--- config.mk ---
export PLATFORM = sky130hd
export DESIGN_NAME = cmpl_queue
export DESIGN_NICKNAME = d
export VERILOG_FILES = /design/src/rtl/cq_pkg.sv /design/src/rtl/cq_ptrs.sv /design/src/rtl/cq_slots.sv /design/src/rtl/cq_retire_sel.sv /design/src/rtl/cmpl_queue.sv
export SDC_FILE = /design/constraint.sdc
export NUM_CORES = 1
export LEC_CHECK = 0
export ABC_AREA = 1
export BUFFER_PORTS_ARGS = -buffer_cell sky130_fd_sc_hd__buf_2
export CAP_MARGIN = 10
export CORE_UTILIZATION = 54
export CTS_CLUSTER_SIZE = 14
export DETAILED_ROUTE_END_ITERATION = 12
export PLACE_DENSITY = 0.77
export SLEW_MARGIN = 20
export SYNTH_ARGS = -nofsm -noshare
export SYNTH_HDL_FRONTEND = slang
export SYNTH_SLANG_ARGS = --single-unit
--- constraint.sdc ---
create_clock -name clk -period 4.2 [get_ports clk]
set_input_delay 0 -clock clk [delete_from_list [all_inputs] [get_ports clk]]
set_output_delay 0 -clock clk [all_outputs]
set_load 0.005 [all_outputs]
--- src/rtl/cq_pkg.sv ---
package cq_pkg;
  typedef enum logic [1:0] {
    ACT_IDLE  = 2'd0,
    ACT_ONE   = 2'd1,
    ACT_TWO   = 2'd2,
    ACT_FLUSH = 2'd3
  } ret_act_e;
endpackage

--- src/rtl/cq_ptrs.sv ---
module cq_ptrs
  import cq_pkg::*;
#(
  parameter int DEPTH = 6,
  localparam int IDX_W = $clog2(DEPTH),
  localparam int CNT_W = $clog2(DEPTH + 1)
) (
  input  logic             clk,
  input  logic             rst_n,
  input  logic [1:0]       n_alloc,
  input  ret_act_e         act,
  output logic [IDX_W-1:0] head_idx,
  output logic [IDX_W-1:0] second_idx,
  output logic [IDX_W-1:0] tail_idx,
  output logic [IDX_W-1:0] tail1_idx,
  output logic [CNT_W-1:0] free_cnt
);
  logic [IDX_W-1:0] head_q, tail_q;
  logic [CNT_W-1:0] used_q;
  logic [1:0]       n_ret;

  function automatic logic [IDX_W-1:0] step_idx(input logic [IDX_W-1:0] p, input int k);
    int s;
    s = int'(p) + k;
    if (s >= DEPTH) s = s - DEPTH;
    return IDX_W'(s);
  endfunction

  always_comb begin
    case (act)
      ACT_ONE: n_ret = 2'd1;
      ACT_TWO: n_ret = 2'd2;
      default: n_ret = 2'd0;
    endcase
  end

  always_ff @(posedge clk) begin
    if (!rst_n) begin
      head_q <= '0;
      tail_q <= '0;
      used_q <= '0;
    end else if (act == ACT_FLUSH) begin
      tail_q <= head_q;
      used_q <= '0;
    end else begin
      head_q <= step_idx(head_q, int'(n_ret));
      tail_q <= step_idx(tail_q, int'(n_alloc));
      used_q <= used_q + CNT_W'(n_alloc) - CNT_W'(n_ret);
    end
  end

  assign head_idx   = head_q;
  assign second_idx = step_idx(head_q, 1);
  assign tail_idx   = tail_q;
  assign tail1_idx  = step_idx(tail_q, 1);
  assign free_cnt   = CNT_W'(DEPTH) - used_q;

  assert_count_bound_R1: assert property (@(posedge clk) disable iff (!rst_n)
    used_q <= CNT_W'(DEPTH));
  assert_no_overflow_R2: assert property (@(posedge clk) disable iff (!rst_n)
    CNT_W'(n_alloc) <= free_cnt);
  assert_flush_empties_R7: assert property (@(posedge clk) disable iff (!rst_n)
    act == ACT_FLUSH |=> free_cnt == CNT_W'(DEPTH));
endmodule

--- src/rtl/cq_slots.sv ---
module cq_slots #(
  parameter int DEPTH = 6,
  parameter int TAG_W = 6,
  localparam int IDX_W = $clog2(DEPTH)
) (
  input  logic             clk,
  input  logic             rst_n,
  input  logic [1:0]       we,
  input  logic [IDX_W-1:0] wr_idx0,
  input  logic [IDX_W-1:0] wr_idx1,
  input  logic [TAG_W-1:0] wr_tag0,
  input  logic [TAG_W-1:0] wr_tag1,
  input  logic [1:0]       fin_valid,
  input  logic [IDX_W-1:0] fin_idx0,
  input  logic [IDX_W-1:0] fin_idx1,
  input  logic [1:0]       fin_exc,
  input  logic             clr_head,
  input  logic             clr_second,
  input  logic [IDX_W-1:0] head_idx,
  input  logic [IDX_W-1:0] second_idx,
  input  logic             flush,
  output logic [DEPTH-1:0] slot_vld,
  output logic [DEPTH-1:0] slot_fin,
  output logic [DEPTH-1:0] slot_exc,
  output logic [TAG_W-1:0] slot_tag [DEPTH]
);
  for (genvar i = 0; i < DEPTH; i++) begin : g_slot
    logic hit0, hit1, clr, set0, set1;
    assign hit0 = fin_valid[0] && fin_idx0 == IDX_W'(i) && slot_vld[i];
    assign hit1 = fin_valid[1] && fin_idx1 == IDX_W'(i) && slot_vld[i];
    assign clr  = (clr_head && head_idx == IDX_W'(i)) ||
                  (clr_second && second_idx == IDX_W'(i));
    assign set0 = we[0] && wr_idx0 == IDX_W'(i);
    assign set1 = we[1] && wr_idx1 == IDX_W'(i);

    always_ff @(posedge clk) begin
      if (!rst_n) begin
        slot_vld[i] <= 1'b0;
        slot_fin[i] <= 1'b0;
        slot_exc[i] <= 1'b0;
        slot_tag[i] <= '0;
      end else if (flush) begin
        slot_vld[i] <= 1'b0;
        slot_fin[i] <= 1'b0;
        slot_exc[i] <= 1'b0;
      end else if (clr) begin
        slot_vld[i] <= 1'b0;
        slot_fin[i] <= 1'b0;
        slot_exc[i] <= 1'b0;
      end else if (set0 || set1) begin
        slot_vld[i] <= 1'b1;
        slot_fin[i] <= 1'b0;
        slot_exc[i] <= 1'b0;
        slot_tag[i] <= set0 ? wr_tag0 : wr_tag1;
      end else if (hit0 || hit1) begin
        slot_fin[i] <= 1'b1;
        slot_exc[i] <= slot_exc[i] | (hit0 & fin_exc[0]) | (hit1 & fin_exc[1]);
      end
    end

    assert_fin_needs_valid_R4: assert property (@(posedge clk) disable iff (!rst_n)
      slot_fin[i] |-> slot_vld[i]);
    assert_alloc_free_slot_R3: assert property (@(posedge clk) disable iff (!rst_n)
      (set0 || set1) |-> !slot_vld[i]);
  end
endmodule

--- src/rtl/cq_retire_sel.sv ---
module cq_retire_sel
  import cq_pkg::*;
(
  input  logic     clk,
  input  logic     rst_n,
  input  logic     h_vld,
  input  logic     h_fin,
  input  logic     h_exc,
  input  logic     s_vld,
  input  logic     s_fin,
  input  logic     s_exc,
  output ret_act_e act,
  output logic [1:0] ret_valid
);
  always_comb begin
    act = ACT_IDLE;
    if (h_vld && h_fin) begin
      if (h_exc)                        act = ACT_FLUSH;
      else if (s_vld && s_fin && !s_exc) act = ACT_TWO;
      else                              act = ACT_ONE;
    end
  end

  assign ret_valid = {act == ACT_TWO, act == ACT_ONE || act == ACT_TWO};

  assert_in_order_R5: assert property (@(posedge clk) disable iff (!rst_n)
    ret_valid[1] |-> ret_valid[0]);
endmodule

--- src/rtl/cmpl_queue.sv ---
module cmpl_queue
  import cq_pkg::*;
#(
  parameter int DEPTH = 6,
  parameter int TAG_W = 6,
  localparam int IDX_W = $clog2(DEPTH),
  localparam int CNT_W = $clog2(DEPTH + 1)
) (
  input  logic             clk,
  input  logic             rst_n,
  input  logic [1:0]       alloc_valid,
  output logic [1:0]       alloc_ready,
  input  logic [TAG_W-1:0] alloc_tag0,
  input  logic [TAG_W-1:0] alloc_tag1,
  output logic [IDX_W-1:0] alloc_idx0,
  output logic [IDX_W-1:0] alloc_idx1,
  input  logic [1:0]       fin_valid,
  input  logic [IDX_W-1:0] fin_idx0,
  input  logic [IDX_W-1:0] fin_idx1,
  input  logic [1:0]       fin_exc,
  output logic [1:0]       ret_valid,
  output logic [TAG_W-1:0] ret_tag0,
  output logic [TAG_W-1:0] ret_tag1,
  output logic             flush,
  output logic [CNT_W-1:0] free_cnt
);
  ret_act_e         act;
  logic [1:0]       acc, n_alloc;
  logic [IDX_W-1:0] head_idx, second_idx, tail_idx, tail1_idx;
  logic [DEPTH-1:0] slot_vld, slot_fin, slot_exc;
  logic [TAG_W-1:0] slot_tag [DEPTH];

  assign flush          = act == ACT_FLUSH;
  assign alloc_ready[0] = !flush && free_cnt >= CNT_W'(1);
  assign alloc_ready[1] = !flush && free_cnt >= CNT_W'(2);
  assign acc[0]  = alloc_valid[0] && alloc_ready[0];
  assign acc[1]  = alloc_valid[1] && alloc_ready[1] && acc[0];
  assign n_alloc = {1'b0, acc[0]} + {1'b0, acc[1]};
  assign alloc_idx0 = tail_idx;
  assign alloc_idx1 = tail1_idx;
  assign ret_tag0 = slot_tag[head_idx];
  assign ret_tag1 = slot_tag[second_idx];

  cq_ptrs #(.DEPTH(DEPTH)) u_ptrs (
    .clk, .rst_n, .n_alloc, .act,
    .head_idx, .second_idx, .tail_idx, .tail1_idx, .free_cnt
  );

  cq_slots #(.DEPTH(DEPTH), .TAG_W(TAG_W)) u_slots (
    .clk, .rst_n,
    .we(acc), .wr_idx0(tail_idx), .wr_idx1(tail1_idx),
    .wr_tag0(alloc_tag0), .wr_tag1(alloc_tag1),
    .fin_valid, .fin_idx0, .fin_idx1, .fin_exc,
    .clr_head(ret_valid[0]), .clr_second(ret_valid[1]),
    .head_idx, .second_idx, .flush,
    .slot_vld, .slot_fin, .slot_exc, .slot_tag
  );

  cq_retire_sel u_sel (
    .clk, .rst_n,
    .h_vld(slot_vld[head_idx]), .h_fin(slot_fin[head_idx]), .h_exc(slot_exc[head_idx]),
    .s_vld(slot_vld[second_idx]), .s_fin(slot_fin[second_idx]), .s_exc(slot_exc[second_idx]),
    .act, .ret_valid
  );

  assert_lane_order_R3: assert property (@(posedge clk) disable iff (!rst_n)
    alloc_valid[1] |-> alloc_valid[0]);
  assert_head_blocks_R6: assert property (@(posedge clk) disable iff (!rst_n)
    !slot_fin[head_idx] |-> (ret_valid == 2'b00 && !flush));
  assert_flush_no_commit_R7: assert property (@(posedge clk) disable iff (!rst_n)
    flush |-> (ret_valid == 2'b00 && alloc_ready == 2'b00));
  assert_retire_drains_R5: assert property (@(posedge clk) disable iff (!rst_n)
    (ret_valid != 2'b00 && alloc_valid == 2'b00) |=> free_cnt > $past(free_cnt));
endmodule

==> impl_metrics.json, run 1 <==
{
  "status": "completed",
  "drive_above_1_share": 0.147,
  "synth_nets": 879,
  "root_buffer": "clkbuf_8",
  "hpwl_um": 10700,
  "synthDistinctLibCells": 35,
  "clk_pin_slew_worst_paths_ps": 70,
  "place_ws_ps": 95.6,
  "core_um2": 8850,
  "cp_slowest_stage_delay_ps": 470,
  "postSynthAreaPerCell_um2": 6.04,
  "drtIter0Drc": 385,
  "cp.required_ps": 4430,
  "yosys_warnings": 0,
  "cts_buffers": 9,
  "fillers": 865,
  "crit_family": "adder cells",
  "grt_usage": 0.308,
  "async_flop_share": 0,
  "ctsHoldBuffers": 0,
  "vias": 5270,
  "cp_max_fo": 5,
  "critPathBufInv": 4,
  "max_freq_mhz": 255,
  "hold_violations": 0,
  "drv_slew": 0,
  "powerDensity_nw_per_um2": 385,
  "synthTopCellsByCount": "nand2_1, nor2_1, inv_1, o21ai_0, dfxtp_1",
  "remaining_drc_errors": 0,
  "synthCells": 827,
  "setup_viol": 0,
  "netlist.area_leader.share": 0.253,
  "die_h_um": 98.2,
  "total_power_mw": 2.12,
  "clockBufferDepth": 2,
  "cpMaxStageDelayCell": "fa_1",
  "path_class": "reg -> reg",
  "firstDrtPassIters": 8,
  "grt_max_degree": 45,
  "area_growth_pct": 10.4,
  "worst_slack_ps": 277,
  "seq_area_frac_synth": 0.253,
  "dieArea_um2": 9630,
  "seqCellArea_um2": 1260,
  "drv_cap": 0,
  "diodes": 0,
  "finalSetupTns_ps": 0,
  "start_kind": "flop",
  "grt_pass1_vias": 5002,
  "grt.overflow.total": 0,
  "yosysMostFrequentCell": "nand2_1",
  "p_leak_nw": 2.93,
  "ir_drop_v": 0.000260,
  "start_util": 0.564,
  "tightest_slew_ps": 855,
  "h-tree-depth": 3,
  "crit_path_frequent_cell": "nand2_1",
  "ys_ff_latch": 63,
  "clock_latency_ps": 340,
  "fin_crit_sh": 0.934,
  "fin_skew_ps": 8.31,
  "cts_tree": "done",
  "yosys.area.top_type": "dfxtp_1",
  "wl_per_cell_um": 14.5,
  "fin_nets": 924,
  "io_pins": 52,
  "port_buffers": 51,
  "synth_ff_type": "dfxtp_1",
  "period_needed_ps": 3920,
  "slew_headroom": 0.430,
  "critPathCaptureType": "flop",
  "multi_input_area_um2": 3130,
  "finalWirelength_um": 14200,
  "cts.sinks": 63,
  "antenna_found_initial": 0,
  "rsz0062_at_grt": "false",
  "ant_nets": 0,
  "arrival_ps": 4160,
  "syn_area_um2": 4990,
  "rows": 34,
  "synth_top_cells_by_area": "dfxtp_1, nand2_1, o21ai_0",
  "hold_class": "in -> reg",
  "die_w_um": 98.2,
  "gp_congestion": 0.911,
  "viasPerCell": 5.36,
  "synth_edf_count": 0,
  "grt_pass1_wl_um": 23700
}
[worst register-to-register path: stages, from the launching register on]
cell and delay (ps):
dfxtp_2 350, ha_1 230, ha_4 290, inv_2 40, nand2_4 60, nand2_2 60, nand2_1 90, nand2_2 80
nand2_1 60, nand2_1 50, nand2_1 50, nand2_1 60, nor2_2 130, nand3_1 70, nand2_1 100, inv_1 60
ha_2 220, inv_2 100, nand3_1 130, nor2_4 150, inv_1 100, fa_1 470, fa_1 440, xnor2_1 180
xor2_1 170, nor2_1 60
[layout make-up]
| type | count | share of cell area |
|---|---|---|
| multi-input cells | 624 | 0.567 |
| flip-flops and latches | 63 | 0.229 |
| repair buffers | 72 | 0.0749 |
| inverters | 102 | 0.0704 |
| clock buffers | 10 | 0.0250 |
| well taps | 108 | 0.0245 |
| clock inverters | 4 | 0.00863 |
[flip-flops by register name (all words and copies together), names as in the netlist]
signal,count
u_slots.slot_tag,36
u_slots.slot_vld,6
u_slots.slot_exc,6
u_ptrs.used_q,3
u_slots.slot_fin,6
u_ptrs.head_idx,3
u_ptrs.tail_idx,3
[power breakdown]
group	total, mW	switching, mW	internal [mW]
Sequential	0.782	0.0853	0.696
Combinational	0.806	0.513	0.293
Clock	0.532	0.251	0.282
Total	2.12	0.849	1.27
[cell usage in the layout, fill, tap and decap left out, types with 2 or more instances in the layout]
cell / netlist / final
a22oi_1: 6 / 6
nand3_1: 35 / 34
ha_1: 22 / 19
xor2_1: 5 / 4
nor2_2: 2 / 3
nand2_2: 17 / 16
xnor2_1: 2 / 2
inv_2: 4 / 5
o22ai_1: 8 / 7
clkinv_2: 0 / 2
nand4_1: 10 / 10
nand2_4: 3 / 4
o31ai_1: 3 / 3
nor2_1: 122 / 121
buf_4: 9 / 21
inv_1: 97 / 96
o21bai_1: 5 / 5
a21oi_1: 23 / 22
a21oi_2: 1 / 2
nor3_1: 9 / 9
nand2_1: 243 / 243
dfxtp_1: 63 / 62
fa_1: 4 / 3
clkbuf_8: 0 / 10
o21ai_0: 93 / 93
ha_4: 0 / 2
o21a_1: 4 / 4
buf_2: 12 / 51
[layer usage]
layer | up-vias | part of all wire | GRT usage | wire, um
li1 | 2683 | - | - | -
met3 | 25 | 0.085 | 0.0415 | 1210
met2 | 226 | 0.45 | 0.499 | 6370
met5 | - | 0 | 0 | 0
met1 | 2336 | 0.45 | 0.428 | 6410
met4 | 0 | 0.015 | 0.0861 | 214
[metrics by stage]
stage / utilization / cell area (um2) / std cells / hold slack [ps]
2_1_floorplan: - / 5020 / 827 / 235
3_3_place_gp: 0.594 / 5260 / 966 / 401
3_5_place_dp: 0.594 / 5260 / 966 / 417
4_1_cts: 0.615 / 5440 / 980 / 57.7
5_1_grt: 0.623 / 5510 / 983 / 103
6_report: 0.623 / 5510 / 983 / 69.3
[final timing paths]
check	start	cells past startpoint	to	slack, ps
worst max-delay path	u_ptrs.head_idx[0]	25	u_ptrs.used_q[2]	280
worst min-delay path	alloc_tag1[0]	5	u_slots.slot_tag[30]	70
worst max register to register	u_ptrs.head_idx[0]	25	u_ptrs.used_q[2]	280
worst min register to register	u_slots.slot_fin[4]	1	u_slots.slot_fin[4]	470
[cells by family (layout without fill, tap and decap cells)]
family                     Yosys count  count (layout)  share of synthesized area
DFF                                 63              63                      0.253
buffers and inverters              140             188                      0.134
AOI/OAI and AO/OA                  145             145                      0.158
xor gates and xnor gates             7               7                     0.0123
and+or+nand+nor                    446             446                      0.372
adders and majority gates           26              26                     0.0712
[what timing repair did]
item                                    4_1_cts  5_1_grt
resized for setup                             0        9
endpoints found under the setup margin        0        3
setup buffers                                 0        3
No activity file was read; power rests on OpenSTA's default activity.
==> run 2: changes to the inputs <==
- CORE_ASPECT_RATIO: not set -> 1.2
==> run 2 against run 1 <==
  * Cell area rose by 1.1%
  * Power rose by 5.7%
  * Critical endpoint is now u_ptrs.tail_idx[1]
  * Sequential share of layout area fell by 0.26 points
  * Clock power rose by 25%
  * Clock skew rose by 2.2 ps
  * Count of clock-buffer cells in the layout fell by 1
  * Via count rose by 1.5%
  * Global-route usage fell by 1.0 points
  * Critical path depth rose by 2
  * Worst hold slack improved by 1.3 ps
==> impl_metrics.json, run 2 (synthesized netlist as in run 1, its figures left out) <==
{
  "fillers": 870,
  "fin_nets": 925,
  "place_inst": 976,
  "clockBufferDepth": 2,
  "critPathBufInv": 5,
  "cts_buffers": 9,
  "wl_per_cell_um": 14.3,
  "pwr-share-seq": 0.348,
  "drv_slew": 0,
  "layoutNonFillerInstCount": 998,
  "rows": 38,
  "routed.top_layer": "met4",
  "cpMaxStageDelayCell": "fa_1",
  "p_comb_frac": 0.357,
  "regMostFlops": "u_slots.slot_tag",
  "crit_path_frequent_cell": "nand2_1",
  "grt_pass1_vias": 4935,
  "largest_register_ffs": 36,
  "slew_headroom": 0.432,
  "fin_skew_ps": 10.5,
  "p_leak_nw": 2.96,
  "period_needed_ps": 3980,
  "cp_slowest_stage_delay_ps": 390,
  "vias": 5350,
  "path_class": "reg -> reg",
  "arrival_ps": 4230,
  "die_w_um": 89.8,
  "finalSetupTns_ps": 0,
  "max_freq_mhz": 251,
  "antenna_found_initial": 0,
  "root_buffer": "clkbuf_8",
  "ant_nets": 0,
  "port_buffers": 51,
  "remaining_drc_errors": 0,
  "hold_violations": 0,
  "cts.sinks": 63,
  "min-delay-start": "alloc_tag1[5]",
  "h-tree-depth": 3,
  "fin_crit_sh": 0.948,
  "wl_met2_um": 7370,
  "status": "completed",
  "grt_usage": 0.298,
  "start_kind": "flop",
  "grt_pass1_wl_um": 22500,
  "total_power_mw": 2.24,
  "ir_drop_v": 0.000296,
  "setup_viol": 0,
  "io_pins": 52,
  "dieArea_um2": 9640,
  "die_h_um": 107,
  "hold_class": "in -> reg",
  "gp_congestion": 0.969,
  "internal_power_mw": 1.39,
  "area_growth_pct": 11.6,
  "p_switching_mw": 0.853,
  "final_cell_mix": "nand2_1, nor2_1, inv_1",
  "crit_family": "adder cells",
  "cts_tree": "done",
  "grt_max_degree": 43,
  "clock_latency_ps": 370,
  "wl_met1_um": 5760,
  "swShare": 0.381,
  "clk_pin_slew_worst_paths_ps": 80,
  "tightest_slew_ps": 852,
  "drv_cap": 0,
  "grt.overflow.total": 0,
  "core_um2": 8990,
  "viasPerCell": 5.36,
  "reg2reg_from": "u_ptrs.head_idx[0]",
  "rsz0062_at_grt": "true",
  "drtIter0Drc": 436,
  "layout_commonest_cell": "nand2_1",
  "powerDensity_nw_per_um2": 402,
  "drive_above_1_share": 0.146,
  "critPathCaptureType": "flop",
  "finalWirelength_um": 14300,
  "cp.required_ps": 4450,
  "hpwl_um": 10700,
  "firstDrtPassIters": 5,
  "start_util": 0.556,
  "startpoint": "u_ptrs.head_idx[0]",
  "diodes": 0,
  "clkPwrFrac": 0.296,
  "wl_met3_um": 634,
  "cp_max_fo": 7
}
-- run 2: path summary, 6_finish.rpt --
check	cells past startpoint	slack [ps]	to
setup reg to reg	27	220	u_ptrs.tail_idx[1]
setup / recovery	27	220	u_ptrs.tail_idx[1]
hold / removal	5	70	u_slots.slot_tag[29]
hold reg to reg	1	480	u_slots.slot_fin[4]
-- run 2: tightest hold or removal path: cells and delay by family --
kind            cells  cell delay [ps]
simple gates        3              190
buf+inv             1              150
compound gates      1               70
-- run 2: area by class of cell --
class / count / area (um2) / share of cell area
Clock inverter: 7 / 120 / 0.0216
Inverter: 102 / 388 / 0.0696
Clock buffer: 9 / 124 / 0.0222
Timing Repair Buffer: 73 / 420 / 0.0755
Multi-Input combinational cell: 624 / 3110 / 0.558
Tap cell: 120 / 150 / 0.0269
Sequential cell: 63 / 1260 / 0.227
-- run 2: through the flow --
step                 util  hold WS [ps]  area, um2  worst slack, ps
global route        0.620           102       5570            -99.2
floorplan               -           235       5020             5.05
detailed placement  0.585           439       5260             83.7
global placement    0.585           423       5260              247
finish              0.620          70.6       5570              218
CTS                 0.612          54.9       5500             75.3
-- run 2: timing repair --
| action | CTS | global route |
|---|---|---|
| hold buffers | 0 | 0 |
| endpoints found under the setup margin | 0 | 3 |
| buffers inserted | 0 | 6 |
| hold endpoints to repair | 0 | 0 |
| gates resized for setup | 0 | 5 |
-- run 2: power by group through the flow --
stage                     Combinational (mW)  Clock [mW]  Sequential, mW
after global routing                   0.905       0.692           0.789
final                                  0.799       0.663           0.779
after detailed placement               0.781           0           0.790
after global placement                 0.752           0           0.786
after CTS                              0.787       0.671           0.777
after floorplan                        0.595           0           0.763
-- run 2: routing by layer --
metal	track usage	up-vias
met5	0	-
met4	0.194	0
met3	0.0360	40
met2	0.546	178
met1	0.324	2443
li1	-	2689
==> run 3: changes to the inputs <==
- CORE_UTILIZATION: 54 -> 55
- PLACE_DENSITY: 0.77 -> 0.78
- REMOVE_ABC_BUFFERS: not set -> 1
- SYNTH_HIERARCHICAL: not set -> 1
==> run 3 against run 2 <==
  * The run now ends with negative hold slack left
  * Area after synthesis is 4.4% higher
  * Utilization is 1.1 points higher
  * Via count is 3.5% higher
  * Register-to-register slack better by 100 ps
  * Worst setup slack better by 100 ps
  * Worst hold slack worse by 71 ps
  * Clock power is 21% lower
==> impl_metrics.json, run 3 <==
{
  "critPathCaptureType": "flop",
  "final_cell_mix": "nand2_1, inv_1, nor2_1",
  "postSynthAreaPerCell_um2": 5.66,
  "synth_edf_count": 0,
  "ys_ff_latch": 63,
  "powerDensity_nw_per_um2": 361,
  "crit_family": "adder cells",
  "hold_violations": 1,
  "rows": 38,
  "p_leak_nw": 3.30,
  "vias": 5539,
  "fin_skew_ps": 9.55,
  "viasPerCell": 5.04,
  "root_buffer": "clkbuf_8",
  "seq_area_frac_synth": 0.242,
  "clk_pin_slew_worst_paths_ps": 70,
  "crit_path_frequent_cell": "nand2_1",
  "gp_congestion": 0.879,
  "hpwl_um": 10400,
  "firstDrtPassIters": 5,
  "fillers": 939,
  "crit_chain": "ha_1 -> xor2_1 -> nand2_1 -> nand3_1 -> o21ai_1 -> inv_2 -> clkinv_1 -> nand3_1 -> nand2_1 -> nand2_1 -> nand2_1 -> nor2_1 -> a21oi_1 -> nand2_1 -> inv_1 -> a21oi_1 -> nand2_1 -> nor2_1 -> inv_1 -> fa_1 -> inv_1 -> fa_1 -> or2_0 -> a21oi_1",
  "setup_viol": 0,
  "place_ws_ps": 99.8,
  "pwr-share-seq": 0.364,
  "grt_pass1_vias": 4938,
  "clkPwrFrac": 0.251,
  "syn_area_um2": 5210,
  "area_growth_pct": 10.6,
  "clockBufferDepth": 2,
  "regMostFlops": "u_slots/slot_tag",
  "postLayoutCoreUtil": 0.631,
  "arrival_ps": 4170,
  "violations": "negative hold slack",
  "start_util": 0.571,
  "synth_top_cells_by_area": "dfxtp_1, nand2_1, inv_1",
  "synth_ff_type": "dfxtp_1",
  "cts_buffers": 9,
  "slew_headroom": 0.618,
  "cts.sinks": 63,
  "drtIter0Drc": 404,
  "async_flop_share": 0,
  "ir_drop_v": 0.000256,
  "layoutNonFillerInstCount": 1099,
  "diodes": 0,
  "finalWirelength_um": 14100,
  "p_comb_frac": 0.385,
  "tightest_slew_ps": 573,
  "drive_above_1_share": 0.127,
  "core_um2": 9130,
  "grt.overflow.total": 0,
  "ant_nets": 0,
  "start_kind": "flop",
  "layout_commonest_cell": "nand2_1",
  "grt_usage": 0.292,
  "holdWs_ps": -0.652,
  "cp.required_ps": 4490,
  "swShare": 0.401,
  "worst_slack_ps": 321,
  "port_buffers": 51,
  "wl_per_cell_um": 12.9,
  "yosys.area.top_type": "dfxtp_1",
  "dieArea_um2": 9870,
  "yosys_warnings": 6,
  "synthTopCellsByCount": "nand2_1, inv_1, nor2_1, dfxtp_1, nand3_1",
  "drv_slew": 0,
  "grt_pass1_wl_um": 22800,
  "remaining_drc_errors": 0,
  "cp_max_fo": 6,
  "netlist.area_leader.share": 0.242,
  "clock_latency_ps": 350,
  "fin_nets": 1016,
  "antenna_found_initial": 0,
  "synthCells": 921,
  "max_freq_mhz": 258,
  "critPathBufInv": 5,
  "yosysMostFrequentCell": "nand2_1",
  "hold_class": "in -> reg",
  "die_h_um": 109,
  "fin_crit_sh": 0.924,
  "synthDistinctLibCells": 39,
  "h-tree-depth": 3,
  "period_needed_ps": 3880,
  "cts_tree": "done",
  "die_w_um": 90.9,
  "cpMaxStageDelayCell": "fa_1",
  "place_inst": 1079,
  "internal_power_mw": 1.25,
  "grt_max_degree": 44,
  "status": "complete, but fails checks",
  "path_class": "reg -> reg",
  "p_switching_mw": 0.835,
  "largest_register_ffs": 36,
  "io_pins": 52,
  "drv_cap": 0,
  "cp_slowest_stage_delay_ps": 550
}
[run 3: per-stage QoR]
| stage | hold slack (ps) | TNS (ps) | cell area, um2 | power (mW) |
|---|---|---|---|---|
| after global placement | 357 | 0 | 5510 | 1.54 |
| after global routing | 34.1 | -79.9 | 5760 | 2.25 |
| final | -0.652 | 0 | 5760 | 2.08 |
| after CTS | 2.01 | 0 | 5710 | 2.08 |
| after floorplan | 120 | -9910 | 4990 | 1.31 |
| after detailed placement | 360 | 0 | 5510 | 1.56 |
[run 3: per-layer routing]
layer | track usage | wire, um
met1 | 0.376 | 6330
met2 | 0.500 | 6590
met3 | 0.0335 | 805
met4 | 0.122 | 412
met5 | 0 | 0
[run 3: kinds of logic (layout without fill, tap and decap cells)]
kind of cell,after synthesis,count (layout),synth area share
compound gates,80,80,0.0936
buf+inv,192,250,0.161
fa+ha+maj,16,16,0.0442
xor+xnor,6,6,0.0101
simple gates,564,564,0.449
flops,63,63,0.242
[run 3: tightest hold or removal path, stage by stage]
cell	delay (ps)
buf_2	120
a21oi_1	70
nand2_1	50
nand2_1	40
inv_1	40
[run 3: layout make-up]
class                   count  area, um2  share of cell area
multi-input cells         666       3130               0.543
repair buffers             70        404              0.0701
clock inverters             6       61.3              0.0106
well taps                 120        150              0.0261
flip-flops and latches     63       1260               0.219
clock buffers              10        128              0.0221
inverters                 164        627               0.109
[run 3: power by group through the flow]
stage	Sequential (mW)	Clock, mW	Combinational (mW)
final	0.758	0.523	0.801
after CTS	0.758	0.530	0.792
after global placement	0.767	0	0.776
after global routing	0.770	0.553	0.922
after detailed placement	0.771	0	0.785
after floorplan	0.755	0	0.552
[run 3: timing repair]
item	in CTS	in global routing
buffers inserted	0	3
gates resized for setup	0	9
endpoints found under the setup margin	0	36
hold buffers	1	0
endpoints found under the hold margin	1	0
[run 3: path summary, 6_finish.rpt]
path / end / cells after the start / slack [ps] / startpoint
min reg2reg: u_slots/slot_tag[24] / 2 / 480 / u_slots/slot_tag[24]
max reg2reg: u_ptrs/used_q[2] / 24 / 320 / u_ptrs/head_idx[1]
max: u_ptrs/used_q[2] / 24 / 320 / u_ptrs/head_idx[1]
min: u_slots/slot_exc[4] / 5 / -0.7 / fin_exc[0]
